[src/rtl/ctm_pkg.sv]
package ctm_pkg;
  localparam int MAG_W  = 9;
  localparam int COEF_W = MAG_W + 1;
  localparam int NCOMP  = 3;
  localparam int NCOEF  = NCOMP * NCOMP;
  localparam int NREG   = NCOMP + 1;
  localparam int RA_W   = $clog2(NREG);

  typedef struct packed {
    logic             sgn;
    logic [MAG_W-1:0] mag;
  } coef_t;
endpackage

[src/rtl/ctm_regs.sv]
module ctm_regs
  import ctm_pkg::*;
#(
  parameter int CH_W = 2,
  parameter int DW   = 32
) (
  input  logic                    clk,
  input  logic                    rst,
  input  logic                    we,
  input  logic [RA_W-1:0]         addr,
  input  logic [DW-1:0]           wdata,
  input  logic                    frame_start,
  output coef_t [NCOEF-1:0]       act_coef,
  output logic [CH_W:0]           act_sel
);
  coef_t [NCOEF-1:0] sh_coef;
  logic [CH_W:0]     sh_sel;

  // shadow set: index = input_component * NCOMP + output_component
  always_ff @(posedge clk) begin
    if (rst) begin
      sh_coef <= '0;
      sh_sel  <= '0;
    end else if (we) begin
      for (int i = 0; i < NCOMP; i++) begin
        if (addr == RA_W'(i)) begin
          for (int o = 0; o < NCOMP; o++) begin
            sh_coef[i*NCOMP+o] <= coef_t'(wdata[o*COEF_W +: COEF_W]);
          end
        end
      end
      if (addr == RA_W'(NCOMP)) begin
        sh_sel <= wdata[CH_W:0];
      end
    end
  end

  // working set moves only at frame boundaries
  always_ff @(posedge clk) begin
    if (rst) begin
      act_coef <= '0;
      act_sel  <= '0;
    end else if (frame_start) begin
      act_coef <= sh_coef;
      act_sel  <= sh_sel;
    end
  end

  p_act_hold_r6: assert property (@(posedge clk) disable iff (rst)
    !frame_start |=> ($stable(act_coef) && $stable(act_sel)));

  p_frame_copy_r6: assert property (@(posedge clk) disable iff (rst)
    frame_start |=> (act_coef == $past(sh_coef) && act_sel == $past(sh_sel)));
endmodule

[src/rtl/ctm_dot.sv]
module ctm_dot
  import ctm_pkg::*;
#(
  parameter int PIX_W = 8
) (
  input  logic                        clk,
  input  logic                        adv,
  input  logic                        en_in,
  input  logic [NCOMP-1:0][PIX_W-1:0] comp,
  input  coef_t [NCOMP-1:0]           coef,
  input  logic [PIX_W-1:0]            pass_in,
  output logic [PIX_W-1:0]            res
);
  localparam int PW = PIX_W + MAG_W + 1;
  localparam int SW = PW + 2;
  localparam logic signed [SW-1:0] HALF = SW'(2 ** (MAG_W - 1));
  localparam logic signed [SW-1:0] MAXV = SW'(2 ** PIX_W - 1);

  logic signed [PW-1:0] prod_c  [NCOMP];
  logic signed [PW-1:0] prod_s1 [NCOMP];
  logic                 en_s1;
  logic [PIX_W-1:0]     pass_s1;

  for (genvar k = 0; k < NCOMP; k++) begin : g_term
    logic [PIX_W+MAG_W-1:0] umag;
    always_comb begin
      umag      = comp[k] * coef[k].mag;
      prod_c[k] = coef[k].sgn ? -$signed({1'b0, umag}) : $signed({1'b0, umag});
    end
    always_ff @(posedge clk) begin
      if (adv) prod_s1[k] <= prod_c[k];
    end
  end

  always_ff @(posedge clk) begin
    if (adv) begin
      en_s1   <= en_in;
      pass_s1 <= pass_in;
    end
  end

  logic signed [SW-1:0] sum, rsum, quot;
  logic [PIX_W-1:0]     sat;

  always_comb begin
    sum = '0;
    for (int k = 0; k < NCOMP; k++) begin
      sum = sum + SW'(prod_s1[k]);
    end
    rsum = sum + HALF;
    quot = rsum >>> MAG_W;
    if (rsum[SW-1])       sat = '0;
    else if (quot > MAXV) sat = '1;
    else                  sat = quot[PIX_W-1:0];
  end

  always_ff @(posedge clk) begin
    if (adv) res <= en_s1 ? sat : pass_s1;
  end
endmodule

[src/rtl/ctm_stage.sv]
module ctm_stage
  import ctm_pkg::*;
#(
  parameter int PIX_W = 8,
  parameter int CH_W  = 2,
  parameter int DW    = 32
) (
  input  logic                   clk,
  input  logic                   rst,
  input  logic                   reg_we,
  input  logic [RA_W-1:0]        reg_addr,
  input  logic [DW-1:0]          reg_wdata,
  input  logic                   frame_start,
  input  logic                   in_valid,
  output logic                   in_ready,
  input  logic [NCOMP*PIX_W-1:0] in_pixel,
  input  logic [CH_W-1:0]        in_chan,
  output logic                   out_valid,
  input  logic                   out_ready,
  output logic [NCOMP*PIX_W-1:0] out_pixel,
  output logic [CH_W-1:0]        out_chan
);
  coef_t [NCOEF-1:0] act_coef;
  logic [CH_W:0]     act_sel;

  ctm_regs #(.CH_W(CH_W), .DW(DW)) u_regs (
    .clk        (clk),
    .rst        (rst),
    .we         (reg_we),
    .addr       (reg_addr),
    .wdata      (reg_wdata),
    .frame_start(frame_start),
    .act_coef   (act_coef),
    .act_sel    (act_sel)
  );

  logic adv;
  logic hit;
  logic s1_valid;
  logic [CH_W-1:0] s1_chan;
  logic [NCOMP-1:0][PIX_W-1:0] in_comp;

  assign adv      = !out_valid || out_ready;
  assign in_ready = adv;
  assign hit      = (act_sel != '0) && (act_sel == ({1'b0, in_chan} + (CH_W+1)'(1)));

  always_ff @(posedge clk) begin
    if (rst) begin
      s1_valid  <= 1'b0;
      out_valid <= 1'b0;
    end else if (adv) begin
      s1_valid  <= in_valid;
      out_valid <= s1_valid;
    end
  end

  always_ff @(posedge clk) begin
    if (adv) begin
      s1_chan  <= in_chan;
      out_chan <= s1_chan;
    end
  end

  // component k: 0 = red (most significant), NCOMP-1 = blue
  for (genvar k = 0; k < NCOMP; k++) begin : g_split
    assign in_comp[k] = in_pixel[(NCOMP-1-k)*PIX_W +: PIX_W];
  end

  for (genvar o = 0; o < NCOMP; o++) begin : g_col
    coef_t [NCOMP-1:0] col;
    logic [PIX_W-1:0]  res;
    for (genvar k = 0; k < NCOMP; k++) begin : g_pick
      assign col[k] = act_coef[k*NCOMP+o];
    end
    ctm_dot #(.PIX_W(PIX_W)) u_dot (
      .clk    (clk),
      .adv    (adv),
      .en_in  (hit),
      .comp   (in_comp),
      .coef   (col),
      .pass_in(in_comp[o]),
      .res    (res)
    );
    assign out_pixel[(NCOMP-1-o)*PIX_W +: PIX_W] = res;
  end

  p_hold_r8: assert property (@(posedge clk) disable iff (rst)
    (out_valid && !out_ready) |=> (out_valid && $stable(out_pixel) && $stable(out_chan)));

  p_no_phantom_r8: assert property (@(posedge clk) disable iff (rst)
    $rose(out_valid) |-> $past(s1_valid));
endmodule

[config.mk]
export PLATFORM = sky130hd
export DESIGN_NAME = ctm_stage
export DESIGN_NICKNAME = d
export VERILOG_FILES = /design/src/rtl/ctm_pkg.sv /design/src/rtl/ctm_regs.sv /design/src/rtl/ctm_dot.sv /design/src/rtl/ctm_stage.sv
export SDC_FILE = /design/constraint.sdc
export NUM_CORES = 2
export LEC_CHECK = 0
export CORE_MARGIN = 2
export CORE_UTILIZATION = 60
export CTS_BUF_LIST = sky130_fd_sc_hd__clkbuf_2 sky130_fd_sc_hd__clkbuf_4 sky130_fd_sc_hd__clkbuf_8
export DETAILED_ROUTE_END_ITERATION = 7
export PLACE_DENSITY = 0.88
export SYNTH_ARGS = -nofsm -noshare
export SYNTH_HDL_FRONTEND = slang
export SYNTH_HIERARCHICAL = 1
export SYNTH_SLANG_ARGS = --single-unit
[constraint.sdc]
create_clock -name clk -period 11.95 [get_ports clk]
set_input_delay 2.39 -clock clk [delete_from_list [all_inputs] [get_ports clk]]
set_output_delay 2.39 -clock clk [all_outputs]
set_load 0.02 [all_outputs]
## Word level (Yosys, flattened, before mapping)

Memory sizes are Yosys's and may differ from the RTL's.
Cells that the tools add are included.

- Bits in writable memories: 162
- Register bits: 241
- Output and inout bits: 28
- Input port bits: 66
- Memories kept: 3

Memories:

| name | depth | bits a word | read ports | clocked after Yosys merged registers in | write ports | line | RTL |
|---|---|---|---|---|---|---|---|
| g_col[0].u_dot.prod_s1 | 3 | 18 | 3 | 0 | 3 | ctm_dot.sv:20 | `logic signed [PW-1:0] prod_s1 [NCOMP];` |
| g_col[1].u_dot.prod_s1 | 3 | 18 | 3 | 0 | 3 | ctm_dot.sv:20 |  |
| g_col[2].u_dot.prod_s1 | 3 | 18 | 3 | 0 | 3 | ctm_dot.sv:20 |  |

- Order comparisons: 3
- Reduce and logical (&&, ||, !) cells: 9
- Multiply operators: 9
- Mux-type cells: 20
- Equality and inequality tests: 4
- $add $sub $neg: 19

Operators by type and width:

| kind | count |
|---|---|
| 18-bit 2-to-1 mux | 9 |
| 17-bit negation with 18-bit output | 9 |
| 8-bit by 9-bit multiplier with 17-bit output | 9 |
| 8-bit 2-to-1 mux | 9 |
| 19-bit by 18-bit adder with 20-bit output | 3 |
| 20-bit by 10-bit adder with 20-bit output (second input constant) | 3 |
| 18-bit by 18-bit adder with 19-bit output | 3 |
| 11-bit by 9-bit greater-than comparator with 1-bit output (second input constant) | 3 |
| 2-bit AND reduction | 4 |
| 2-bit == test (second input constant) | 2 |
| 2-bit by 1-bit adder with 3-bit output (second input constant) | 1 |
| 3-bit == test | 1 |
| 3-bit nonzero test | 1 |
| 2-bit by 1-bit == test with 1-bit output (second input constant) | 1 |
| 2-bit zero test | 1 |
| 1-bit 2-to-1 mux | 2 |
| 1-bit logical AND | 1 |
| 1-bit zero test | 1 |
| 1-bit logical OR | 1 |

## Depth between registers and ports, before layout

- Depth in word-level cells: 7
- Gate-level depth with buffers: 18
- Depth with buffers taken out: 18

## Modules after synthesis

The synthesis kept the hierarchy.

Modules (own cells, without submodules):

| module | sequential area each (µm²) | times used | cells each | area an instance (µm²) |
|---|---|---|---|---|
| ctm_dot (g_col[1].u_dot) | 2132.0 | 1 | 1278 | 11986.5 |
| ctm_dot (g_col[0].u_dot) | 2132.0 | 1 | 1269 | 11857.6 |
| ctm_dot (g_col[2].u_dot) | 2132.0 | 1 | 1238 | 11722.5 |
| ctm_regs | 3723.6 | 1 | 638 | 6988.0 |
| ctm_stage | 160.2 | 1 | 17 | 241.5 |

## Worst setup path after synthesis

Ideal clock, no wire load.

- Path type: input port to output port
- From: input out_ready
- To: output in_ready
- Path buffers: 0
- Setup slack: 1.778 ns
- Arrival time: 7.782 ns
- Cell stages on the path: 1
- Path through: nand2b_1

- Cells in the longest elaborated chain, start to end: 1

Ends and longest elaborated chain:

| element | line | RTL |
|---|---|---|
| from (decl) | ctm_stage.sv:19 | `input logic out_ready,` |
| 1-bit logical OR | ctm_stage.sv:43 | `assign adv = !out_valid \|\| out_ready;` |
| to (decl) | ctm_stage.sv:15 | `output logic in_ready,` |

Every way passes these cells.

==> impl_metrics.xml <==
<?xml version="1.0" encoding="UTF-8"?>
<metrics>
  <group name="worst_setup_path">
    <metric name="critPathRequiredTime" unit="ps">12340</metric>
    <metric name="worst_r2r_startpoint" unit="">u_regs/act_coef[73]</metric>
    <metric name="worstRegToRegCells" unit="">16</metric>
    <metric name="worstPathArrival" unit="ps">8590</metric>
    <metric name="r2r_setup_slack" unit="ps">6240</metric>
    <metric name="critical_path_peak_fanout" unit="">28</metric>
    <metric name="crit_start" unit="">in_pixel[4]</metric>
    <metric name="startpoint_type" unit="">input pin</metric>
    <metric name="worstReg2RegEnd" unit="">g_col[1].u_dot/prod_s1[0][52]</metric>
    <metric name="worst_setup_path_class" unit="">in2reg</metric>
    <metric name="end_kind" unit="">flop</metric>
  </group>
  <group name="die">
    <metric name="num_io_pins" unit="">94</metric>
    <metric name="die_area" unit="mm²">0.0735</metric>
    <metric name="fp.dieW" unit="µm">271</metric>
    <metric name="coreArea" unit="mm²">0.0703</metric>
    <metric name="num_rows" unit="">97</metric>
    <metric name="die-height" unit="µm">271</metric>
    <metric name="initial_core_util" unit="%">60.9</metric>
  </group>
  <group name="synthesis">
    <metric name="ys_types" unit="">98</metric>
    <metric name="synth_enable_flop_cells" unit="">217</metric>
    <metric name="yosysSeqAreaShare" unit="%">24.0</metric>
    <metric name="most_used_dff_post_synth" unit="">sky130_fd_sc_hd__edfxtp_1</metric>
    <metric name="avgSynthCellArea" unit="µm²">9.64</metric>
    <metric name="synth-async-reset-ratio" unit="%">0</metric>
    <metric name="post_synthesis_cells" unit="">4440</metric>
    <metric name="yosys_warnings" unit="">6</metric>
    <metric name="syn_nets" unit="">5380</metric>
    <metric name="synth-seq-cells" unit="">405</metric>
    <metric name="syn_area" unit="mm²">0.0428</metric>
  </group>
  <group name="drt">
    <metric name="num_vias" unit="">31800</metric>
    <metric name="total_wirelength" unit="mm">100</metric>
    <metric name="route.detailed.drc" unit="">0</metric>
    <metric name="viasPerCell" unit="">5.73</metric>
    <metric name="drt_pre_antenna_iters" unit="">7</metric>
    <metric name="drt-initial-drc-count" unit="">2322</metric>
    <metric name="postRouteAntennaNets" unit="">0</metric>
    <metric name="post_drt_wl_per_cell" unit="µm">18.1</metric>
  </group>
  <group name="global_routing">
    <metric name="grt_util_all_layers" unit="%">27.8</metric>
    <metric name="grt.overflow.total" unit="">0</metric>
    <metric name="met2_usage" unit="%">47.6</metric>
    <metric name="met1_routing_resource_usage_after_global_routing" unit="%">35.4</metric>
    <metric name="first_pass_grt_wire_length" unit="mm">165</metric>
    <metric name="use_met3" unit="%">4.15</metric>
    <metric name="first_global_vias" unit="">32900</metric>
    <metric name="antenna_found_initial" unit="">4</metric>
    <metric name="gr-max-usage-layer" unit="">met2</metric>
    <metric name="pin_count_of_the_biggest_net_entering_global_routing" unit="">106</metric>
  </group>
  <group name="clocking">
    <metric name="post_cts.repair.setup_buffers" unit="">0</metric>
    <metric name="clock_tree.buffer_depth" unit="">3</metric>
    <metric name="clk_transition_reported_paths" unit="ps">60</metric>
    <metric name="cts_buffers" unit="">69</metric>
    <metric name="cts.htree.levels" unit="">3</metric>
    <metric name="clk-insertion-delay-late" unit="ps">670</metric>
    <metric name="cts.sinks" unit="">405</metric>
    <metric name="cts.root.buffer_cell" unit="">sky130_fd_sc_hd__clkbuf_8</metric>
    <metric name="cts_hold_repair.buffers" unit="">0</metric>
    <metric name="post_cts_resize_count" unit="">0</metric>
    <metric name="clock_tree_from_tritoncts" unit="">yes</metric>
  </group>
  <group name="final_layout">
    <metric name="drive_gt1_share" unit="%">4.42</metric>
    <metric name="final_common_cell" unit="">sky130_fd_sc_hd__inv_1</metric>
    <metric name="num-nets-final" unit="">5498</metric>
    <metric name="fill_cells" unit="">5126</metric>
    <metric name="syn_to_final_growth" unit="%">8.30</metric>
    <metric name="most_frequent_cells_in_the_layout" unit="">sky130_fd_sc_hd__inv_1 (756), sky130_fd_sc_hd__and2_1 (517), sky130_fd_sc_hd__ha_1 (445)</metric>
    <metric name="final_util" unit="%">66.0</metric>
  </group>
  <group name="timing">
    <metric name="post-route-worst-setup-slack" unit="ps">3750</metric>
    <metric name="max-slew-margin-rel" unit="%">14.3</metric>
    <metric name="setup_viol_count_final" unit="">0</metric>
    <metric name="timing.clock.skew" unit="ps">36.9</metric>
    <metric name="setup_repair_after_global_routing_missed_its_margin" unit="">no</metric>
    <metric name="timing_worst_slew_pin_value" unit="ps">1280</metric>
    <metric name="final.period_utilization" unit="%">68.6</metric>
    <metric name="min_period" unit="ps">8200</metric>
    <metric name="finalHoldWorstSlack" unit="ps">430</metric>
    <metric name="clock.fmax" unit="MHz">122</metric>
    <metric name="slew_viols_final" unit="">0</metric>
    <metric name="report.final.hold_viol_count" unit="">0</metric>
    <metric name="timing.setup.tns" unit="ps">0</metric>
  </group>
  <group name="placement">
    <metric name="io_buffer_count" unit="">91</metric>
    <metric name="dp_hpwl" unit="mm">75.2</metric>
    <metric name="placement.setup.worst_slack" unit="ps">3120</metric>
    <metric name="place.gp.congestion" unit="">0.904</metric>
  </group>
  <group name="pwr">
    <metric name="leakage" unit="nW">23.7</metric>
    <metric name="switchingPower" unit="W">0.00117</metric>
    <metric name="power.sequential.fraction" unit="%">41.6</metric>
    <metric name="power.density_cell_area" unit="mW/mm²">83.9</metric>
    <metric name="proportion_of_total_power_due_to_net_switching" unit="%">30.1</metric>
    <metric name="cell_internal_pwr" unit="W">0.00272</metric>
    <metric name="final_power" unit="W">0.00389</metric>
    <metric name="power.share.combinational" unit="%">21.7</metric>
    <metric name="vdd_drop_max" unit="µV">62.5</metric>
    <metric name="clock_power_share" unit="%">36.7</metric>
  </group>
  <group name="hold_path">
    <metric name="worstHoldEndpoint" unit="">out_chan[1]</metric>
    <metric name="worstHoldPathType" unit="">reg2reg</metric>
    <metric name="hold_depth" unit="">0</metric>
    <metric name="worstHoldStart" unit="">s1_chan[1]</metric>
  </group>
  <group name="run">
    <metric name="max_cap_viol_count" unit="">0</metric>
  </group>
  <group name="run_status">
    <metric name="run_status" unit="">complete, no violations</metric>
  </group>
</metrics>
-- sequential cells by signal, summed over array words and instances (netlist names), 3 cells and up --
| name | count |
|---|---|
| g_col.u_dot/prod_s1 | 162 |
| u_regs/act_coef | 90 |
| u_regs/sh_coef | 90 |
| g_col.u_dot/pass_s1 | 24 |
| g_col.u_dot/res | 24 |
| g_col.u_dot/en_s1 | 3 |
| u_regs/act_sel | 3 |
| u_regs/sh_sel | 3 |
-- kinds of logic after synthesis --
group | share of synthesized area, %
muxes | 4.64
xor gates and xnor gates | 5.01
AOI/OAI and AO/OA | 7.95
and+or+nand+nor | 17.9
adders and majority gates | 33.1
buffers and inverters | 7.43
DFF | 24.0
-- worst max-delay path, stage by stage --
cell and delay [ps]:
sky130_fd_sc_hd__clkdlybuf4s50_1 1280, sky130_fd_sc_hd__nand2_1 200, sky130_fd_sc_hd__fa_1 550, sky130_fd_sc_hd__fa_1 490
sky130_fd_sc_hd__inv_1 50, sky130_fd_sc_hd__fa_1 530, sky130_fd_sc_hd__inv_1 50, sky130_fd_sc_hd__fa_1 530
sky130_fd_sc_hd__inv_1 40, sky130_fd_sc_hd__ha_1 370, sky130_fd_sc_hd__or4_1 540, sky130_fd_sc_hd__o21ai_1 220
sky130_fd_sc_hd__nor4_1 100, sky130_fd_sc_hd__or3b_1 450, sky130_fd_sc_hd__o41ai_2 460, sky130_fd_sc_hd__nand3_1 140
sky130_fd_sc_hd__xnor2_1 190
-- layer usage --
| layer | share of wire, % | wire (µm) |
|---|---|---|
| met4 | 3.6 | 3610 |
| met2 | 49 | 48700 |
| met1 | 41 | 41000 |
| met5 | 0 | 0 |
| met3 | 6.9 | 6940 |
-- metrics by stage --
stage,area [µm²],std cells
finish,46300,5555
global route,46300,5555
CTS,46300,5554
detailed placement,44800,5427
global placement,44800,5427
floorplan,42800,4440
-- how the worst max path moves through the flow --
stage | end | slack (ps) | cells after the start
after floorplan | in_ready | 1780 | 1
after CTS | g_col[1].u_dot/prod_s1[0][52] | 3820 | 17
after detailed placement | g_col[1].u_dot/prod_s1[0][52] | 3120 | 17
after global routing | g_col[1].u_dot/prod_s1[0][53] | 3430 | 17
after global placement | g_col[1].u_dot/prod_s1[0][52] | 3280 | 17
final | g_col[1].u_dot/prod_s1[0][52] | 3750 | 17
-- Yosys cell counts, types with 11 or more instances --
| master | instances | area (µm²) |
|---|---|---|
| sky130_fd_sc_hd__buf_2 | 20 | 100 |
| sky130_fd_sc_hd__o21bai_1 | 13 | 97.6 |
| sky130_fd_sc_hd__xor2_1 | 71 | 622 |
| sky130_fd_sc_hd__nor4_1 | 22 | 138 |
| sky130_fd_sc_hd__nand3_1 | 42 | 210 |
| sky130_fd_sc_hd__o41ai_1 | 12 | 105 |
| sky130_fd_sc_hd__o21a_1 | 16 | 120 |
| sky130_fd_sc_hd__edfxtp_1 | 217 | 6520 |
| sky130_fd_sc_hd__a211o_1 | 15 | 131 |
| sky130_fd_sc_hd__a21o_1 | 40 | 300 |
| sky130_fd_sc_hd__o211ai_1 | 12 | 90.1 |
| sky130_fd_sc_hd__a211oi_1 | 38 | 285 |
| sky130_fd_sc_hd__nor3_1 | 44 | 220 |
| sky130_fd_sc_hd__inv_1 | 756 | 2840 |
| sky130_fd_sc_hd__dfxtp_1 | 188 | 3760 |
| sky130_fd_sc_hd__ha_1 | 445 | 5570 |
| sky130_fd_sc_hd__nor2b_1 | 12 | 75.1 |
| sky130_fd_sc_hd__xnor2_1 | 174 | 1520 |
| sky130_fd_sc_hd__mux2i_1 | 195 | 1950 |
| sky130_fd_sc_hd__or4_1 | 13 | 97.6 |
| sky130_fd_sc_hd__and2_1 | 517 | 3230 |
| sky130_fd_sc_hd__nand2_1 | 289 | 1080 |
| sky130_fd_sc_hd__fa_1 | 429 | 8590 |
| sky130_fd_sc_hd__nand4_1 | 12 | 75.1 |
| sky130_fd_sc_hd__o21ai_0 | 109 | 546 |
| sky130_fd_sc_hd__o31ai_1 | 28 | 210 |
| sky130_fd_sc_hd__clkbuf_1 | 45 | 169 |
| sky130_fd_sc_hd__and3_1 | 18 | 113 |
| sky130_fd_sc_hd__nor2_1 | 178 | 668 |
| sky130_fd_sc_hd__a311oi_1 | 11 | 96.3 |
| sky130_fd_sc_hd__or3_1 | 23 | 144 |
| sky130_fd_sc_hd__nand2b_1 | 158 | 988 |
| sky130_fd_sc_hd__a21oi_1 | 95 | 475 |
-- power by group through the flow --
stage | registers [W] | logic (W) | clock network [W]
after floorplan | 0.00165 | 0.000536 | 0
after global placement | 0.00164 | 0.000789 | 0
after detailed placement | 0.00165 | 0.000826 | 0
after CTS | 0.00162 | 0.000838 | 0.00144
after global routing | 0.00163 | 0.000933 | 0.00150
final | 0.00162 | 0.000844 | 0.00143
-- layout make-up --
cell class                      count  area, µm²  share of cell area (%)
Sequential cell                   405      10300                    22.2
Clock buffer                       97       1220                    2.62
Clock inverter                     30        333                   0.718
Multi-Input combinational cell   3204      29400                    63.3
Inverter                          756       2840                    6.12
Timing Repair Buffer              122       1150                    2.47
Tap cell                          940       1180                    2.54
Antenna cell                        1       2.50                 0.00540
Power figures use the tool's default switching activity.
